## config.mk

```make
export PLATFORM = sky130hd
export DESIGN_NAME = i2s_tx_master
export DESIGN_NICKNAME = d
export VERILOG_FILES = /design/src/rtl/i2s_tx_pkg.sv /design/src/rtl/i2s_sclk_gen.sv /design/src/rtl/i2s_tx_fifo.sv /design/src/rtl/i2s_slot_ser.sv /design/src/rtl/i2s_tx_master.sv
export SDC_FILE = /design/constraint.sdc
export NUM_CORES = 1
export LEC_CHECK = 0
export ABC_AREA = 1
export BUFFER_PORTS_ARGS = -buffer_cell sky130_fd_sc_hd__buf_2
export CORE_ASPECT_RATIO = 0.5
export CORE_MARGIN = 1
export CORE_UTILIZATION = 40
export DETAILED_ROUTE_END_ITERATION = 10
export GPL_TIMING_DRIVEN = 0
export PLACE_DENSITY = 0.64
export SLEW_MARGIN = 20
export SYNTH_ARGS = -nofsm -noshare
export SYNTH_HDL_FRONTEND = slang
export SYNTH_SLANG_ARGS = --single-unit
```

## constraint.sdc

```tcl
create_clock -name clk_i -period 7.59 [get_ports clk_i]
set_input_delay 1.518 -clock clk_i [delete_from_list [all_inputs] [get_ports clk_i]]
set_output_delay 1.518 -clock clk_i [all_outputs]
set_load 0.02 [all_outputs]
```

## src/rtl/i2s_tx_pkg.sv

```systemverilog
package i2s_tx_pkg;
  typedef enum logic {
    SLOT_LEFT  = 1'b0,
    SLOT_RIGHT = 1'b1
  } slot_e;
endpackage

```

## src/rtl/i2s_sclk_gen.sv

```systemverilog
module i2s_sclk_gen #(
  parameter int unsigned DIV_W = 8
) (
  input  logic             clk_i,
  input  logic             rst_ni,
  input  logic             en_i,
  input  logic [DIV_W-1:0] div_i,
  output logic             sclk_o,
  output logic             fall_o,
  output logic             run_o
);
  logic [DIV_W-1:0] cnt_q;
  logic [DIV_W-1:0] half;
  logic             run_q, sclk_q, rise;

  assign half   = div_i >> 1;
  // the first tick after enable starts the first bit time
  assign fall_o = en_i && (!run_q || cnt_q == div_i - 1'b1);
  assign rise   = en_i && run_q && (cnt_q == half - 1'b1);
  assign sclk_o = sclk_q;
  assign run_o  = run_q;

  always_ff @(posedge clk_i or negedge rst_ni) begin
    if (!rst_ni) begin
      cnt_q  <= '0;
      run_q  <= 1'b0;
      sclk_q <= 1'b1;
    end else if (!en_i) begin
      cnt_q  <= '0;
      run_q  <= 1'b0;
      sclk_q <= 1'b1;
    end else begin
      run_q <= 1'b1;
      cnt_q <= fall_o ? '0 : cnt_q + 1'b1;
      if (fall_o)    sclk_q <= 1'b0;
      else if (rise) sclk_q <= 1'b1;
    end
  end

  AST_SCLK_IDLE_HIGH: assert property (@(posedge clk_i) disable iff (!rst_ni)
    !en_i |=> sclk_o);

  AST_FALL_LOWERS_SCLK: assert property (@(posedge clk_i) disable iff (!rst_ni)
    fall_o |=> (!sclk_o || !$past(en_i)));
endmodule

```

## src/rtl/i2s_tx_fifo.sv

```systemverilog
module i2s_tx_fifo #(
  parameter int unsigned WIDTH = 32,
  parameter int unsigned DEPTH = 8,
  localparam int unsigned PTR_W = (DEPTH > 1) ? $clog2(DEPTH) : 1,
  localparam int unsigned LVL_W = $clog2(DEPTH + 1)
) (
  input  logic             clk_i,
  input  logic             rst_ni,
  input  logic             push_i,
  input  logic [WIDTH-1:0] data_i,
  output logic             ready_o,
  input  logic             pop_i,
  output logic             valid_o,
  output logic [WIDTH-1:0] data_o,
  output logic [LVL_W-1:0] level_o
);
  logic [WIDTH-1:0] mem_q [DEPTH];
  logic [PTR_W-1:0] wr_ptr_q, rd_ptr_q;
  logic [LVL_W-1:0] level_q;
  logic             push_ok, pop_ok;

  function automatic logic [PTR_W-1:0] ptr_inc(input logic [PTR_W-1:0] p);
    return (p == PTR_W'(DEPTH - 1)) ? '0 : p + 1'b1;
  endfunction

  assign ready_o = (level_q != LVL_W'(DEPTH));
  assign valid_o = (level_q != '0);
  assign push_ok = push_i && ready_o;
  assign pop_ok  = pop_i && valid_o;
  assign data_o  = mem_q[rd_ptr_q];
  assign level_o = level_q;

  always_ff @(posedge clk_i) begin
    if (push_ok) mem_q[wr_ptr_q] <= data_i;
  end

  always_ff @(posedge clk_i or negedge rst_ni) begin
    if (!rst_ni) begin
      wr_ptr_q <= '0;
      rd_ptr_q <= '0;
      level_q  <= '0;
    end else begin
      if (push_ok) wr_ptr_q <= ptr_inc(wr_ptr_q);
      if (pop_ok)  rd_ptr_q <= ptr_inc(rd_ptr_q);
      case ({push_ok, pop_ok})
        2'b10:   level_q <= level_q + 1'b1;
        2'b01:   level_q <= level_q - 1'b1;
        default: level_q <= level_q;
      endcase
    end
  end

  AST_POP_NONEMPTY: assert property (@(posedge clk_i) disable iff (!rst_ni)
    pop_i |-> valid_o);

  AST_FULL_DROPS: assert property (@(posedge clk_i) disable iff (!rst_ni)
    (!ready_o && push_i && !pop_i) |=> $stable(level_q));
endmodule

```

## src/rtl/i2s_slot_ser.sv

```systemverilog
module i2s_slot_ser
  import i2s_tx_pkg::*;
#(
  parameter int unsigned DATA_W = 32,
  parameter int unsigned SLOT_W = 40
) (
  input  logic              clk_i,
  input  logic              rst_ni,
  input  logic              en_i,
  input  logic              tick_i,
  input  logic              run_i,
  input  logic              fifo_valid_i,
  input  logic [DATA_W-1:0] fifo_data_i,
  output logic              pop_o,
  output logic              lrck_o,
  output logic              sdata_o,
  output logic              underrun_o
);
  localparam int unsigned BIT_W = $clog2(SLOT_W);
  localparam logic [BIT_W-1:0] LAST_BIT  = BIT_W'(SLOT_W - 1);
  localparam logic [BIT_W-1:0] LAST_DATA = BIT_W'(DATA_W);

  slot_e             slot_q, slot_d;
  logic [BIT_W-1:0]  bit_q, bit_d;
  logic [DATA_W-1:0] sh_q;
  logic              sd_q, urun_q, load;

  always_comb begin
    bit_d  = bit_q + 1'b1;
    slot_d = slot_q;
    if (!run_i) begin
      bit_d  = '0;
      slot_d = SLOT_LEFT;
    end else if (bit_q == LAST_BIT) begin
      bit_d  = '0;
      slot_d = (slot_q == SLOT_LEFT) ? SLOT_RIGHT : SLOT_LEFT;
    end
  end

  assign load       = tick_i && (bit_d == '0);
  assign pop_o      = load && fifo_valid_i;
  assign lrck_o     = (slot_q == SLOT_RIGHT);
  assign sdata_o    = sd_q;
  assign underrun_o = urun_q;

  always_ff @(posedge clk_i or negedge rst_ni) begin
    if (!rst_ni) begin
      bit_q  <= '0;
      slot_q <= SLOT_LEFT;
      sh_q   <= '0;
      sd_q   <= 1'b0;
      urun_q <= 1'b0;
    end else if (!en_i) begin
      bit_q  <= '0;
      slot_q <= SLOT_LEFT;
      sh_q   <= '0;
      sd_q   <= 1'b0;
      urun_q <= 1'b0;
    end else if (tick_i) begin
      bit_q  <= bit_d;
      slot_q <= slot_d;
      if (load) begin
        // bit time 0 is a zero gap; the sample starts one bit later
        sh_q <= fifo_valid_i ? fifo_data_i : '0;
        sd_q <= 1'b0;
        if (!fifo_valid_i) urun_q <= 1'b1;
      end else if (bit_d <= LAST_DATA) begin
        sd_q <= sh_q[DATA_W-1];
        sh_q <= {sh_q[DATA_W-2:0], 1'b0};
      end else begin
        sd_q <= 1'b0;
      end
    end
  end

  AST_GAP_ZERO: assert property (@(posedge clk_i) disable iff (!rst_ni)
    (run_i && (bit_q == '0 || bit_q > LAST_DATA)) |-> !sdata_o);

  AST_LRCK_AT_BOUNDARY: assert property (@(posedge clk_i) disable iff (!rst_ni)
    (en_i && tick_i && run_i && bit_q != LAST_BIT) |=> (!en_i || $stable(slot_q)));

  AST_UNDERRUN_STICKY: assert property (@(posedge clk_i) disable iff (!rst_ni)
    (en_i && urun_q) |=> (urun_q || !$past(en_i)));
endmodule

```

## src/rtl/i2s_tx_master.sv

```systemverilog
module i2s_tx_master #(
  parameter int unsigned DATA_W     = 32,
  parameter int unsigned SLOT_W     = 40,
  parameter int unsigned FIFO_DEPTH = 8,
  parameter int unsigned DIV_W      = 8,
  parameter int unsigned ALARM_W    = 8
) (
  input  logic              clk_i,
  input  logic              rst_ni,
  input  logic              en_i,
  input  logic [DIV_W-1:0]  div_i,
  input  logic [ALARM_W-1:0] alarm_bytes_i,
  input  logic              irq_en_i,
  input  logic              wr_valid_i,
  input  logic [DATA_W-1:0] wr_data_i,
  output logic              wr_ready_o,
  output logic              sclk_o,
  output logic              lrck_o,
  output logic              sdata_o,
  output logic              irq_o,
  output logic              underrun_o
);
  localparam int unsigned LVL_W = $clog2(FIFO_DEPTH + 1);
  localparam int unsigned BYTES = DATA_W / 8;

  logic              tick, run, pop, f_valid;
  logic [DATA_W-1:0] f_data;
  logic [LVL_W-1:0]  level;
  logic [ALARM_W-1:0] level_bytes;

  i2s_sclk_gen #(.DIV_W(DIV_W)) u_clk (
    .clk_i (clk_i),
    .rst_ni(rst_ni),
    .en_i  (en_i),
    .div_i (div_i),
    .sclk_o(sclk_o),
    .fall_o(tick),
    .run_o (run)
  );

  i2s_tx_fifo #(.WIDTH(DATA_W), .DEPTH(FIFO_DEPTH)) u_fifo (
    .clk_i  (clk_i),
    .rst_ni (rst_ni),
    .push_i (wr_valid_i),
    .data_i (wr_data_i),
    .ready_o(wr_ready_o),
    .pop_i  (pop),
    .valid_o(f_valid),
    .data_o (f_data),
    .level_o(level)
  );

  i2s_slot_ser #(.DATA_W(DATA_W), .SLOT_W(SLOT_W)) u_ser (
    .clk_i       (clk_i),
    .rst_ni      (rst_ni),
    .en_i        (en_i),
    .tick_i      (tick),
    .run_i       (run),
    .fifo_valid_i(f_valid),
    .fifo_data_i (f_data),
    .pop_o       (pop),
    .lrck_o      (lrck_o),
    .sdata_o     (sdata_o),
    .underrun_o  (underrun_o)
  );

  assign level_bytes = ALARM_W'(level) * ALARM_W'(BYTES);
  assign irq_o       = irq_en_i && (level_bytes <= alarm_bytes_i);

  AST_SDATA_ON_FALL: assert property (@(posedge clk_i) disable iff (!rst_ni)
    (en_i && $past(en_i) && !$stable(sdata_o)) |-> !sclk_o);

  AST_LRCK_ON_FALL: assert property (@(posedge clk_i) disable iff (!rst_ni)
    (en_i && $past(en_i) && !$stable(lrck_o)) |-> !sclk_o);
endmodule

```

; Yosys cells after proc, flatten, opt, wreduce, memory -nomap -nowiden
; Memories as Yosys holds them, arrays and structs flattened.
; Cells that the tools add are included.
[totals]
ramBits = 256
regBits = 61
romBits = 0
inputBits = 53
mem_count = 1
latch_bits = 0
wordCells = 85
[mem_list]
columns = memory, depth, word_bits, read_ports, rd_ports_with_merged_regs, wr, line
row1 = u_fifo.mem_q, 8, 32, 1, 0, 1, i2s_tx_fifo.sv:17  ; logic [WIDTH-1:0] mem_q [DEPTH];
[op_classes]
n_mul = 0
eq_ne = 14
n_div = 0
mux = 33
bitwise_logic = 0
n_addsub = 8
order_cmp = 2
shifts = 0
n_reduce_logical = 16
[ops]
columns = op, n
row1 = $mux 32, 5
row2 = $mux 6, 4
row3 = $mux 1, 19
row4 = $eq 8x8->1, 2
row5 = $mux 8, 2
row6 = $add 8x1->8 const B, 1
row7 = $le 6x8->1, 1
row8 = $logic_and 1x1->1, 8
row9 = $pmux 4 s2, 1
row10 = $sub 7x1->8 const B, 1
row11 = $sub 8x1->8 const B, 1
row12 = $add 3x1->3 const B, 2
row13 = $add 6x1->6 const B, 1
row14 = $eq 3x3->1 const B, 2
row15 = $eq 6x6->1 const B, 1
row16 = $le 6x6->1 const B, 1
row17 = $logic_not 6->1, 1
row18 = $mux 3, 2
row19 = $ne 3x1->1 const B, 2
row20 = $add 4x1->4 const B, 1
row21 = $ne 2x1->1 const B, 2
row22 = $ne 4x4->1 const B, 1
row23 = $reduce_and 2->1, 2
row24 = $reduce_bool 4->1, 1
row25 = 9 further kinds, 9

; Longest topological paths before layout
[depth]
depth_word = 9
mapped_depth = 18
depth_no_buf = 18

; Cells and area by module
; Synthesis repeated with hierarchy kept, for this count alone.
[hier_totals]
cells_unflattened = 1741
area_unflattened_um2 = 15356.0
[by_module_without_submodules]
columns = mod, area_each_um2, cells_per_inst, instances
row1 = i2s_tx_fifo, 11646.2, 1191, 1
row2 = i2s_slot_ser, 2522.4, 353, 1
row3 = i2s_sclk_gen, 1034.7, 170, 1
row4 = i2s_tx_master, 152.6, 27, 1

; Worst setup path after synthesis
; Ideal clock, no wire load.
[synth_timing]
path_kind = in2out
start = input port alarm_bytes_i[5]
end = output port irq_o
setup_slack_ns = 3.734
stages = 5
t_arrival_ns = 2.338
path_buffers = 0
path_cell_list = inv_1 ha_1 nand2_1 nor4_1 o21a_1
[synth_via]
elab_chain_cells = 2
[synth_lines]
columns = item, line
row1 = start: declaration, i2s_tx_master.sv:12  ; input logic [ALARM_W-1:0] alarm_bytes_i,
row2 = $le 6x8->1, i2s_tx_master.sv:68  ; assign irq_o = irq_en_i && (level_bytes <= alarm_bytes_i);
row3 = $logic_and 1x1->1, i2s_tx_master.sv:68
row4 = end: declaration, i2s_tx_master.sv:20  ; output logic irq_o,
; Every way passes these cells.

; Worst setup path in the final report
; Ends and elaborated chain as after synthesis.

==> impl_metrics.env <==
export IMPL_status="finished, final reports clean"
export IMPL_layout_nets=1477
export IMPL_finalHoldViolCount=0
export IMPL_hp_class="reg -> reg"
export IMPL_startpoint_type="primary input"
export IMPL_drt_pass1_iterations=5
export IMPL_root_buffer="clkbuf_16"
export IMPL_grt_max_degree=62
export IMPL_portBuffers=56
export IMPL_maxSlewViolCount=0
export IMPL_layout_setup_ws_ps=3540
export IMPL_wl_per_cell_um=18.5
export IMPL_die_w_um=267
export IMPL_tightestPinTransition_ps=829
export IMPL_finalSetupTns_ps=0
export IMPL_cts_sinks=317
export IMPL_syn_area_per_cell_um2=10.7
export IMPL_yosys_warnings=0
export IMPL_clk_latency_ps=590
export IMPL_cts_tree="yes"
export IMPL_cts_inserted_buffers=30
export IMPL_grt_overflow_total=0
export IMPL_rows=47
export IMPL_rsz0062_at_grt="false"
export IMPL_yosys_most_used_dff="edfxtp_1"
export IMPL_start_util=0.415
export IMPL_total_leakage_power_nw=6.26
export IMPL_syn_nets=1381
export IMPL_via_count=10000
export IMPL_htree_levels=1
export IMPL_fin_cells=1898
export IMPL_max_stage_delay_ps=280
export IMPL_syn_inst=1313
export IMPL_yosysMostFrequentCell="nand2_1"
export IMPL_num_antenna_cells=0
export IMPL_synth_top_area_share=0.549
export IMPL_p_per_area_nw_per_um2=336
export IMPL_ys_seq_area_frac=0.658
export IMPL_cp_required_ps=6070
export IMPL_finalPower_mw=5.38
export IMPL_cts_resized=0
export IMPL_grt_pass1_wl_um=54400
export IMPL_drt_iter0_drc=1056
export IMPL_vdd_drop_max_uv=175
export IMPL_endpoint_kind="primary output"
export IMPL_place_ws_ps=3170
export IMPL_synth_seq_cells=317
export IMPL_wl_um=35200
export IMPL_clk_pin_slew_ps=60
export IMPL_period_share=0.534
export IMPL_setup_violations=0
export IMPL_cp_slowest_cell="ha_1"
export IMPL_antenna_found_initial=0
export IMPL_route_detailed_drc=0
export IMPL_core_area_um2=33800
export IMPL_period_needed_ps=4050
export IMPL_cts_hold_buf=0
export IMPL_grt_pass1_vias=9600
export IMPL_vias_per_cell=5.28
export IMPL_drtAntennaViolNets=0
export IMPL_yosysTopAreaCell="edfxtp_1"
export IMPL_max_freq_ghz=0.247
export IMPL_relSlewSlack=0.447
export IMPL_dp_cells=1842
export IMPL_place_congestion=0.809
export IMPL_drv_cap=0
export IMPL_max_clock_path_buffers=3
export IMPL_synth_commonest_cells="438 x nand2_1, 256 x edfxtp_1, 211 x nand3_1"
export IMPL_fin_util=0.475
export IMPL_synth_cell_area_um2=14000
export IMPL_crit_fanout=2
export IMPL_synth_edff_count=256
export IMPL_syn2layout_area_growth_pct=14.6
export IMPL_clock_skew_ps=23.6
export IMPL_io_pins=59
export IMPL_arrival_ps=2530
export IMPL_dieArea_um2=35800
export IMPL_ys_async_sr_fraction=0.192
export IMPL_crit_path_cell_trace="buf_2 -> inv_1 -> ha_1 -> nand2_1 -> o21ai_0 -> nand2_1 -> o21a_1 -> buf_2"
export IMPL_yosys_top_cells_area="edfxtp_1 55%, nand2_1 12%, dfrtp_1 11%"
export IMPL_dp_hpwl_um=23800
export IMPL_drive_above_1_share=0.119
export IMPL_cts_setup_buffers=0
export IMPL_die_h_um=134
export IMPL_grt_usage=0.198
export IMPL_ys_types=41
export IMPL_path_class="in -> out"
[critical path, delay by kind of cell]
family          cells  cell delay (ps)
compound gates      2              330
fa+ha+maj           1              280
buf+inv             3              260
simple gates        2              130
[cell families after synthesis]
kind of cell	share of synthesized area
compound gates	0.0271
fa+ha+maj	0.0134
xor+xnor	0.0163
buf+inv	0.0381
simple gates	0.247
flops	0.658
[final timing paths]
check	startpoint	to	slack, ps	depth (start not counted)
min in group asynchronous	rst_ni	u_clk.cnt_q[5]	1030	1
hold reg to reg	u_ser.sh_q[13]	u_ser.sh_q[13]	480	2
hold / removal	u_ser.sh_q[13]	u_ser.sh_q[13]	480	2
setup / recovery	alarm_bytes_i[5]	irq_o	3540	8
setup reg to reg	u_ser.bit_q[1]	u_fifo.level_o[2]	4450	17
max in group asynchronous	rst_ni	u_fifo.rd_ptr_q[2]	6000	1
[layout by cell type (no fill, tap or decap), drive strengths merged]
cell / count
dfrtp: 60
nand2: 442
inv: 41
dfstp: 1
edfxtp: 256
clkbuf: 93
ha: 15
and3: 1
a32o: 1
buf: 89
a211oi: 1
nor2: 49
or2: 2
clkinvlp: 3
xor2: 12
a21oi: 37
nor4: 1
o21a: 3
o21ai: 23
o22ai: 2
o31ai: 1
nor3: 5
clkinv: 12
xnor2: 14
nor3b: 3
nand4: 33
o221ai: 1
a31oi: 1
nand3: 231
[metrics by stage]
stage | hold slack (ps) | cell area [µm²]
CTS | 484 | 16000
detailed placement | 467 | 15100
global placement | 462 | 14900
global route | 493 | 16000
finish | 484 | 16000
floorplan | 449 | 14000
[power by group]
group          internal, mW  total, mW  switching [mW]  leakage, nW
clock network         0.744       1.40           0.653        0.433
registers              2.13       2.22          0.0882         3.14
logic                 0.492       1.76            1.27         2.69
total                  3.37       5.38            2.01         6.26
[flip-flops by register name, summed over array words and instances, names as in the netlist]
register / count
u_fifo.level_o: 4
u_ser.sdata_o: 1
u_ser.sh_q: 32
u_fifo.mem_q: 256
u_ser.lrck_o: 1
u_ser.bit_q: 6
u_ser.underrun_o: 1
u_clk.cnt_q: 8
u_fifo.rd_ptr_q: 3
u_clk.sclk_o: 1
u_fifo.wr_ptr_q: 3
u_clk.run_o: 1
[routing by layer]
layer	part of all wire	global-route usage
met5	0	0
met4	0.025	0.0524
met3	0.062	0.0275
met2	0.47	0.327
met1	0.44	0.274
[area by class of cell]
type | instances | area [µm²]
buffer | 78 | 383
clock buffer | 40 | 798
clock inverter | 16 | 109
fill | 3021 | 17700
inverter | 40 | 150
multi-input combinational | 878 | 4310
sequential | 317 | 9220
tap | 465 | 582
timing repair buffer | 64 | 488
Note: power is estimated with default switching activity, not from simulation.
